`src/rtl/nfeat_pkg.sv`:
```
package nfeat_pkg;
  localparam logic [7:0] CMD_SET_FEAT = 8'hEF;
  localparam logic [7:0] CMD_GET_FEAT = 8'hEE;

  localparam int STEP_W = 4;
  localparam logic [STEP_W-1:0] SP_SCMD  = 4'd0;
  localparam logic [STEP_W-1:0] SP_SADDR = 4'd1;
  localparam logic [STEP_W-1:0] SP_SD0   = 4'd2;
  localparam logic [STEP_W-1:0] SP_SD3   = 4'd5;
  localparam logic [STEP_W-1:0] SP_GCMD  = 4'd6;
  localparam logic [STEP_W-1:0] SP_GADDR = 4'd7;
  localparam logic [STEP_W-1:0] SP_RD0   = 4'd8;
  localparam logic [STEP_W-1:0] SP_RD3   = 4'd11;

  typedef enum logic [2:0] {
    ST_IDLE, ST_WLOW, ST_WHIGH, ST_WAITB, ST_RLOW, ST_RHIGH, ST_FIN
  } seq_state_t;
endpackage

```
`src/rtl/nfeat_sync.sv`:
```
module nfeat_sync #(
  parameter int STAGES = 2
) (
  input  logic clk,
  input  logic rst_n,
  input  logic d,
  output logic q
);
  logic [STAGES-1:0] chain_q;

  genvar g;
  generate
    for (g = 0; g < STAGES; g++) begin : g_stage
      always_ff @(posedge clk or negedge rst_n) begin
        if (!rst_n) chain_q[g] <= 1'b0;
        else if (g == 0) chain_q[g] <= d;
        else chain_q[g] <= chain_q[(g == 0) ? 0 : g-1];
      end
    end
  endgenerate

  assign q = chain_q[STAGES-1];
endmodule

```
`src/rtl/nfeat_stepdec.sv`:
```
module nfeat_stepdec
  import nfeat_pkg::*;
#(
  parameter logic [7:0] FEAT_ADDR = 8'h90,
  parameter int         ECC_BIT   = 3
) (
  input  logic [STEP_W-1:0] step,
  input  logic              en,
  output logic              cle,
  output logic              ale,
  output logic [7:0]        bus_byte
);
  localparam logic [7:0] EN_BYTE = 8'(1) << ECC_BIT;

  always_comb begin
    cle      = 1'b0;
    ale      = 1'b0;
    bus_byte = 8'h00;
    case (step)
      SP_SCMD:  begin cle = 1'b1; bus_byte = CMD_SET_FEAT; end
      SP_SADDR: begin ale = 1'b1; bus_byte = FEAT_ADDR; end
      SP_SD0:   bus_byte = en ? EN_BYTE : 8'h00;
      SP_GCMD:  begin cle = 1'b1; bus_byte = CMD_GET_FEAT; end
      SP_GADDR: begin ale = 1'b1; bus_byte = FEAT_ADDR; end
      default:  bus_byte = 8'h00;
    endcase
  end
endmodule

```
`src/rtl/nfeat_ecc_seq.sv`:
```
module nfeat_ecc_seq
  import nfeat_pkg::*;
#(
  parameter int         T_WL        = 2,
  parameter int         T_WH        = 2,
  parameter int         T_RL        = 2,
  parameter int         T_RH        = 2,
  parameter int         T_WB        = 4,
  parameter int         T_TO        = 4096,
  parameter int         SYNC_STAGES = 2,
  parameter int         ECC_BIT     = 3,
  parameter logic [7:0] FEAT_ADDR   = 8'h90
) (
  input  logic       clk,
  input  logic       rst_n,
  input  logic       start,
  input  logic       enable_req,
  input  logic       verify,
  input  logic       nand_rb_n,
  input  logic [7:0] nand_dq_in,
  output logic [7:0] nand_dq_out,
  output logic       nand_dq_oe,
  output logic       nand_cle,
  output logic       nand_ale,
  output logic       nand_we_n,
  output logic       nand_re_n,
  output logic       nand_ce_n,
  output logic       busy,
  output logic       done,
  output logic       confirmed,
  output logic       mismatch,
  output logic       timeout
);
  localparam int TM_A = (T_WL > T_WH) ? T_WL : T_WH;
  localparam int TM_B = (T_RL > T_RH) ? T_RL : T_RH;
  localparam int TM_C = (T_WB > T_TO) ? T_WB : T_TO;
  localparam int TM_D = (TM_A > TM_B) ? TM_A : TM_B;
  localparam int TMAX = (TM_C > TM_D) ? TM_C : TM_D;
  localparam int CW   = $clog2(TMAX + 1);
  localparam logic [7:0] ECC_MASK = 8'(1) << ECC_BIT;

  seq_state_t        state_q, state_d;
  logic [STEP_W-1:0] step_q, step_d;
  logic [CW-1:0]     cnt_q, cnt_d;
  logic              en_q, en_d, ver_q, ver_d, to_q, to_d, conf_q, conf_d;
  logic              rdy;
  logic              dec_cle, dec_ale;
  logic [7:0]        dec_byte;
  logic              wphase, bit_match;

  nfeat_sync #(.STAGES(SYNC_STAGES)) u_rb_sync (
    .clk(clk), .rst_n(rst_n), .d(nand_rb_n), .q(rdy)
  );

  nfeat_stepdec #(.FEAT_ADDR(FEAT_ADDR), .ECC_BIT(ECC_BIT)) u_dec (
    .step(step_q), .en(en_q), .cle(dec_cle), .ale(dec_ale), .bus_byte(dec_byte)
  );

  assign bit_match = ((nand_dq_in & ECC_MASK) == (en_q ? ECC_MASK : 8'h00));

  always_comb begin
    state_d = state_q;
    step_d  = step_q;
    cnt_d   = cnt_q;
    en_d    = en_q;
    ver_d   = ver_q;
    to_d    = to_q;
    conf_d  = conf_q;
    case (state_q)
      ST_IDLE: if (start) begin
        state_d = ST_WLOW;
        step_d  = SP_SCMD;
        cnt_d   = '0;
        en_d    = enable_req;
        ver_d   = verify;
        to_d    = 1'b0;
        conf_d  = 1'b0;
      end
      ST_WLOW: if (cnt_q == CW'(T_WL - 1)) begin
        state_d = ST_WHIGH;
        cnt_d   = '0;
      end else cnt_d = cnt_q + 1'b1;
      ST_WHIGH: if (cnt_q == CW'(T_WH - 1)) begin
        cnt_d = '0;
        if (step_q == SP_SD3 || step_q == SP_GADDR) state_d = ST_WAITB;
        else begin
          step_d  = step_q + 1'b1;
          state_d = ST_WLOW;
        end
      end else cnt_d = cnt_q + 1'b1;
      ST_WAITB: if (cnt_q >= CW'(T_WB - 1) && rdy) begin
        cnt_d = '0;
        if (step_q == SP_SD3) begin
          if (ver_q) begin
            step_d  = SP_GCMD;
            state_d = ST_WLOW;
          end else state_d = ST_FIN;
        end else begin
          step_d  = SP_RD0;
          state_d = ST_RLOW;
        end
      end else if (cnt_q == CW'(T_TO - 1)) begin
        to_d    = 1'b1;
        state_d = ST_FIN;
      end else cnt_d = cnt_q + 1'b1;
      ST_RLOW: if (cnt_q == CW'(T_RL - 1)) begin
        cnt_d   = '0;
        state_d = ST_RHIGH;
        if (step_q == SP_RD0) conf_d = bit_match;
      end else cnt_d = cnt_q + 1'b1;
      ST_RHIGH: if (cnt_q == CW'(T_RH - 1)) begin
        cnt_d = '0;
        if (step_q == SP_RD3) state_d = ST_FIN;
        else begin
          step_d  = step_q + 1'b1;
          state_d = ST_RLOW;
        end
      end else cnt_d = cnt_q + 1'b1;
      ST_FIN:  state_d = ST_IDLE;
      default: state_d = ST_IDLE;
    endcase
  end

  always_ff @(posedge clk or negedge rst_n) begin
    if (!rst_n) begin
      state_q <= ST_IDLE;
      step_q  <= SP_SCMD;
      cnt_q   <= '0;
      en_q    <= 1'b0;
      ver_q   <= 1'b0;
      to_q    <= 1'b0;
      conf_q  <= 1'b0;
    end else begin
      state_q <= state_d;
      step_q  <= step_d;
      cnt_q   <= cnt_d;
      en_q    <= en_d;
      ver_q   <= ver_d;
      to_q    <= to_d;
      conf_q  <= conf_d;
    end
  end

  assign wphase      = (state_q == ST_WLOW) || (state_q == ST_WHIGH);
  assign nand_cle    = wphase & dec_cle;
  assign nand_ale    = wphase & dec_ale;
  assign nand_dq_oe  = wphase;
  assign nand_dq_out = wphase ? dec_byte : 8'h00;
  assign nand_we_n   = (state_q != ST_WLOW);
  assign nand_re_n   = (state_q != ST_RLOW);
  assign nand_ce_n   = (state_q == ST_IDLE) || (state_q == ST_FIN);
  assign busy        = (state_q != ST_IDLE);
  assign done        = (state_q == ST_FIN);
  assign timeout     = done & to_q;
  assign mismatch    = done & ver_q & ~to_q & ~conf_q;
  assign confirmed   = conf_q;
endmodule

```
`config.mk`:
```
export PLATFORM = sky130hd
export DESIGN_NAME = nfeat_ecc_seq
export DESIGN_NICKNAME = d
export VERILOG_FILES = /design/src/rtl/nfeat_pkg.sv /design/src/rtl/nfeat_sync.sv /design/src/rtl/nfeat_stepdec.sv /design/src/rtl/nfeat_ecc_seq.sv
export SDC_FILE = /design/constraint.sdc
export NUM_CORES = 1
export LEC_CHECK = 0
export BUFFER_PORTS_ARGS = -buffer_cell sky130_fd_sc_hd__buf_2
export CORE_AREA = 2 2 71 60
export DETAILED_ROUTE_END_ITERATION = 10
export DIE_AREA = 0 0 73 62
export PLACE_DENSITY = 0.74
export SETUP_SLACK_MARGIN = 0.02
export SLEW_MARGIN = 20
export SYNTH_ARGS = -nofsm -noshare
export SYNTH_HDL_FRONTEND = slang
export SYNTH_SLANG_ARGS = --single-unit
```
`constraint.sdc`:
```
create_clock -name clk -period 1.9 [get_ports clk]
set_input_delay 0.57 -clock clk [delete_from_list [all_inputs] [get_ports clk]]
set_output_delay 0.57 -clock clk [all_outputs]
set_load 0.05 [all_outputs]
```
==> flow_summary.yaml, run 1 <==
sta:
  setup_viol: 37
  final.period_utilization_pct: 120
  finalMaxSlewViolations: 0
  worst_slack_ns: -0.371
  skew_ns: 0.0112
  slew_headroom_pct: 58.2
  hold_viol: 0
  rsz0062_at_grt: "true"
  whs_ns: 0.284
  worstMarginPinSlew_ns: 0.627
  finalCriticalPeriod_ns: 2.27
  timing.fmax_ghz: 0.440
place:
  place_hpwl_um: 3590
  pre_cts_slack_ns: -0.0719
  io_buffer_count: 25
  routabilityCongestion: 0.883
  dpl_cell_area_um2: 2490
cts:
  cts_root_buffer: "clkbuf_8"
  clkSinkCount: 26
  numCtsBuffers: 3
  cts_tree: "yes"
  cts_hold_buffers: 0
  clk_path_buf_depth: 2
  cts.clk_slew.worst_paths_ns: 0.11
  clock_latency_ns: 0.28
  htreeDepth: 1
route:
  drt-wirelength-per-cell_um: 24.4
  maxUsedRoutingLayer: "met4"
  num_vias: 2380
  detail-route-antenna-nets: 0
  met1Wirelength_um: 3240
  via_per_inst: 6.57
  drt_wl_total_um: 8830
  drcViolationCount: 0
  drt_pass1_iterations: 5
  routed-wl-met2_um: 4420
  drt-initial-drc-count: 277
  route.met3.wl_um: 611
min_path:
  hp-class: "input port to asynchronous set/reset pin"
yosys:
  synth-seq-cells: 26
  synth_nets: 231
  ys_seq_area_share_pct: 35.3
  synth_top_area_cell: "dfrtp_1"
  post-synth-top-count-cell: "dfrtp_1"
  synth-edff-count: 0
  yosysWarnings: 0
  synth_top_flop_cell: "dfrtp_1"
  synth_common_cells: "26 x dfrtp_1, 21 x nand2_1, 17 x nor2_1"
  netlist_area_um2: 1840
  avgSynthCellArea_um2: 8.73
  synth.top_cell.area_share_pct: 35.3
  synth.distinct_cells: 53
  async_reset_ff_share_pct: 100
  synth_cells: 211
  synthTopCellsByArea: "dfrtp_1 35%, nand2_1 4.3%, ha_1 4.1%"
cells_and_area:
  syn2layout_area_growth_pct: 88.5
  num-fill-cells: 166
  fin_util_pct: 88.7
  insertedDiodeCount: 0
  nNetsFinal: 337
  drive_above_1_share_pct: 70.3
  design_area_um2: 3470
global_routing:
  antenna_found_initial: 0
  track_usage_pct: 31.1
  grt_pass1_vias: 2161
  grt_overflow_total: 0
  grt_pass1_wl_um: 10600
  grt_start_max_net_pins: 27
pwr:
  p_leak_nw: 1.45
  vdd_drop_max_uv: 1360
  power_density_nw_per_um2: 1900
setup_path:
  cp_slowest_cell: "nor4_2"
  crit_path_max_incr_delay_ns: 0.51
  path_cells: "nor4_2 -> nand3_2 -> buf_6 -> o2111ai_4 -> a41oi_4 -> nand2_1 -> o2bb2a_2"
  crit_required_ns: 2.07
  crit_path_start_kind: "register"
  worstPathArrival_ns: 2.44
  critical_path_class: "register to register"
  crit_fanout: 6
  end_kind: "register"
floorplanning:
  initial_core_util_pct: 47.0
  core-area_um2: 3920
  die_w_um: 73
  num_rows: 21
  io_pins: 33
  fp.dieH_um: 62
  die_area_um2: 4530
status:
  status: "complete, but fails checks"
  violations: "setup timing"
flow_run:
  maxCapViolCount: 0
registers in the layout (all words and copies together), names as in the netlist:
register and flops:
u_rb_sync.q 1, step_q 4, confirmed 1, en_q 1, u_rb_sync.chain_q 1, ver_q 1, state_q 3, to_q 1
cnt_q 13
area by class of cell:
cell class	count	area [µm²]	share of cell area, %
Inverter	8	37.5	1.08
Clock buffer	4	55.1	1.59
Multi-Input combinational cell	161	1580	45.4
Timing Repair Buffer	117	1080	31.2
Sequential cell	26	662	19.1
Tap cell	46	57.6	1.66
critical path: cells and delay by family (launching register included):
kind	cells	cell delay, ns
compound gates	3	0.69
buf+inv	1	0.18
flops	1	0.43
simple gates	3	0.86
what timing repair did:
| item | in CTS | in global routing |
|---|---|---|
| pin swaps | 44 | 33 |
| resized for setup | 97 | 57 |
| setup buffers | 22 | 14 |
| setup endpoints to repair | 37 | 39 |
| gates cloned | 2 | 0 |
where the power goes:
| group | leakage (nW) | switching (mW) | internal (mW) | total, mW |
|---|---|---|---|---|
| Combinational | 1.09 | 2.93 | 2.37 | 5.29 |
| Clock | 0.0288 | 0.201 | 0.186 | 0.387 |
| Sequential | 0.331 | 0.226 | 0.691 | 0.917 |
placed cells by master, fill, tap and decap left out, drive strengths merged, types with 5 or more instances in the layout:
cell type,n
buf,113
dfrtp,26
nand2,21
a21oi,17
nor2,17
o21ai,16
nand3,10
inv,8
clkbuf,8
or3,7
ha,6
nor3,5
nand4,5
kinds of logic (layout without fill, tap and decap cells):
| logic type | after synthesis | count (layout) | share of synthesized area, % |
|---|---|---|---|
| buffers and inverters | 24 | 129 | 7.88 |
| flip-flops | 26 | 26 | 35.3 |
| AO/OA/AOI/OAI | 61 | 61 | 22.8 |
| AND/OR/NAND/NOR | 86 | 86 | 25.7 |
| adder cells (fa/ha/maj) | 6 | 6 | 4.08 |
| multiplexers | 3 | 3 | 1.83 |
| XOR/XNOR | 5 | 5 | 2.38 |
final timing paths:
path | from | endpoint | slack (ns) | cells after the start
min reg2reg | u_rb_sync.chain_q[0] | u_rb_sync.q | 0.37 | 0
max in group asynchronous | rst_n | step_q[0] | 1.15 | 1
min | rst_n | state_q[2] | 0.28 | 1
max reg2reg | cnt_q[5] | step_q[3] | -0.37 | 7
max | cnt_q[5] | step_q[3] | -0.37 | 7
min in group clk | u_rb_sync.chain_q[0] | u_rb_sync.q | 0.37 | 0
layer usage:
| layer | track usage, % | vias to the layer above |
|---|---|---|
| li1 | - | 979 |
| met1 | 39.3 | 1166 |
| met2 | 55.9 | 174 |
| met3 | 4.35 | 61 |
| met4 | 9.79 | 0 |
| met5 | 0 | - |
per-stage QoR:
step	total power, mW	TNS, ns	instances
floorplan	3.31	-3.12	211
global placement	4.09	-0.545	322
global route	6.75	-9.98	362
CTS	5.53	-3.18	349
finish	6.60	-9.16	362
detailed placement	4.15	-0.857	322
No activity file was read; power rests on OpenSTA's default activity.
==> run 2, diff against run 1 <==
- SETUP_SLACK_MARGIN: 0.02 -> 0.1
==> flow_summary.yaml, run 2 (synthesis gave the netlist of run 1 again) <==
status:
  status: "complete, but fails checks"
  violations: "setup timing"
sta:
  setup_viol: 37
  timing.setup.tns_ns: -8.39
  rsz0062_at_grt: "true"
  timing.fmax_ghz: 0.441
  slew_headroom_pct: 57.3
  finalMaxSlewViolations: 0
  worst_slack_ns: -0.369
  skew_ns: 0.00945
  final.period_utilization_pct: 119
  hold_viol: 0
  worstMarginPinSlew_ns: 0.640
  finalCriticalPeriod_ns: 2.27
cts:
  clock_latency_ns: 0.29
  cts.clk_slew.worst_paths_ns: 0.10
  cts_root_buffer: "clkbuf_8"
  clk_path_buf_depth: 2
  numCtsBuffers: 3
  cts_hold_buffers: 0
  clkSinkCount: 26
  htreeDepth: 1
  cts_tree: "yes"
global_routing:
  grt_use_met3_pct: 5.48
  antenna_found_initial: 0
  grt_pass1_vias: 2156
  busiest_layer: "met2"
  met2_usage_pct: 53.4
  grt_overflow_total: 0
  grt_use_met1_pct: 40.3
  track_usage_pct: 31.7
  grt_start_max_net_pins: 27
  grt_pass1_wl_um: 10700
cells_and_area:
  design_area_um2: 3550
  top_regs: "cnt_q: 13 flops, step_q: 4 flops, state_q: 3 flops"
  largest_reg_flops: 13
  insertedDiodeCount: 0
  final_cell_mix: "69 x buf_4, 35 x buf_6, 19 x dfrtp_1"
  regMostFlops: "cnt_q"
  final_common_cell: "buf_4"
  nNetsFinal: 347
  syn2layout_area_growth_pct: 92.5
  drive_above_1_share_pct: 71.2
route:
  drt_pass1_iterations: 7
  via_per_inst: 6.58
  drcViolationCount: 0
  num_vias: 2447
  drt_wl_total_um: 9000
  drt-wirelength-per-cell_um: 24.2
  drt-initial-drc-count: 287
  detail-route-antenna-nets: 0
floorplanning:
  num_rows: 21
  fp.dieH_um: 62
  die_area_um2: 4530
  io_pins: 33
  die_w_um: 73
  initial_core_util_pct: 47.0
  core-area_um2: 3920
place:
  routabilityCongestion: 0.860
  pre_cts_slack_ns: -0.0944
  place_hpwl_um: 3560
  dpl_cell_area_um2: 2550
  io_buffer_count: 25
pwr:
  p_leak_nw: 1.51
  power_density_nw_per_um2: 1980
  vdd_drop_max_uv: 1440
  total_power_mw: 7.04
setup_path:
  r2r-end: "cnt_q[8]"
  worstPathArrival_ns: 1.70
  ff2ff_setup_slack_ns: -0.31
  crit_path_start_kind: "register"
  critical_path_class: "register to output pin"
  crit_fanout: 5
  r2r-start: "state_q[0]"
  crit_required_ns: 1.33
  end_kind: "output pin"
  reg2reg_depth: 8
flow_run:
  maxCapViolCount: 0
min_path:
  hp-class: "input port to asynchronous set/reset pin"
[run 2: cell count changes in the layout (fill, tap and decap cells not counted), moves of 3 or more]
cell,change
o21ai_0,-3
buf_6,+5
buf_8,+7
a21oi_2,+3
nand2_2,+3
buf_4,+3
clkbuf_4,-4
o21ai_1,+4
o31ai_4,-3
nand2_1,-4
a21oi_1,-3
or4_4,-3
or4_2,+3
[run 2: cell type report]
| class | count | area (µm²) |
|---|---|---|
| well taps | 46 | 57.6 |
| multi-input cells | 161 | 1530 |
| flip-flops and latches | 26 | 659 |
| inverters | 8 | 35.0 |
| clock buffers | 4 | 45.0 |
| fillers | 152 | 369 |
| repair buffers | 127 | 1210 |
[run 2: power breakdown]
part | leakage, nW | switching, mW | internal (mW) | total, mW
registers | 0.333 | 0.212 | 0.687 | 0.899
clock network | 0.0228 | 0.198 | 0.151 | 0.349
logic | 1.16 | 3.12 | 2.67 | 5.79
total | 1.51 | 3.53 | 3.51 | 7.04
[run 2: critical path, stage by stage (launching register included)]
cell and delay (ns):
dfrtp_1 0.43, buf_6 0.15, xnor2_4 0.13, nor2_4 0.13, nand2_4 0.09, a21oi_4 0.18
buf_4 0.16, buf_8 0.14
[run 2: worst max-delay path by stage]
stage / to / depth (start not counted) / slack (ns) / startpoint
6_report: nand_dq_out[6] / 7 / -0.37 / state_q[1]
5_1_grt: nand_dq_out[6] / 7 / -0.42 / state_q[1]
4_1_cts: nand_dq_out[7] / 7 / -0.24 / state_q[1]
3_5_place_dp: nand_ce_n / 4 / -0.09 / state_q[0]
3_3_place_gp: nand_ce_n / 4 / -0.08 / state_q[0]
2_1_floorplan: nand_dq_out[7] / 6 / -0.45 / state_q[1]
[run 2: stage by stage]
step / utilization, % / instances / hold WS, ns
after global placement: 65.1 / 324 / 0.335
after global routing: 90.6 / 372 / 0.325
after floorplan: - / 211 / 0.274
after CTS: 81.9 / 354 / 0.310
final: 90.6 / 372 / 0.285
after detailed placement: 65.1 / 324 / 0.335
[run 2: what timing repair did]
action | in CTS | in global routing
endpoints found under the setup margin | 39 | 40
gates resized for setup | 105 | 52
buffers inserted | 24 | 18
cloned | 2 | 0
pin swaps | 31 | 40
[run 2: layer usage]
metal  wire length [µm]  part of all wire [%]
met5                  0                     0
met4                531                   5.9
met3                855                   9.5
met2               4380                    49
met1               3230                    36
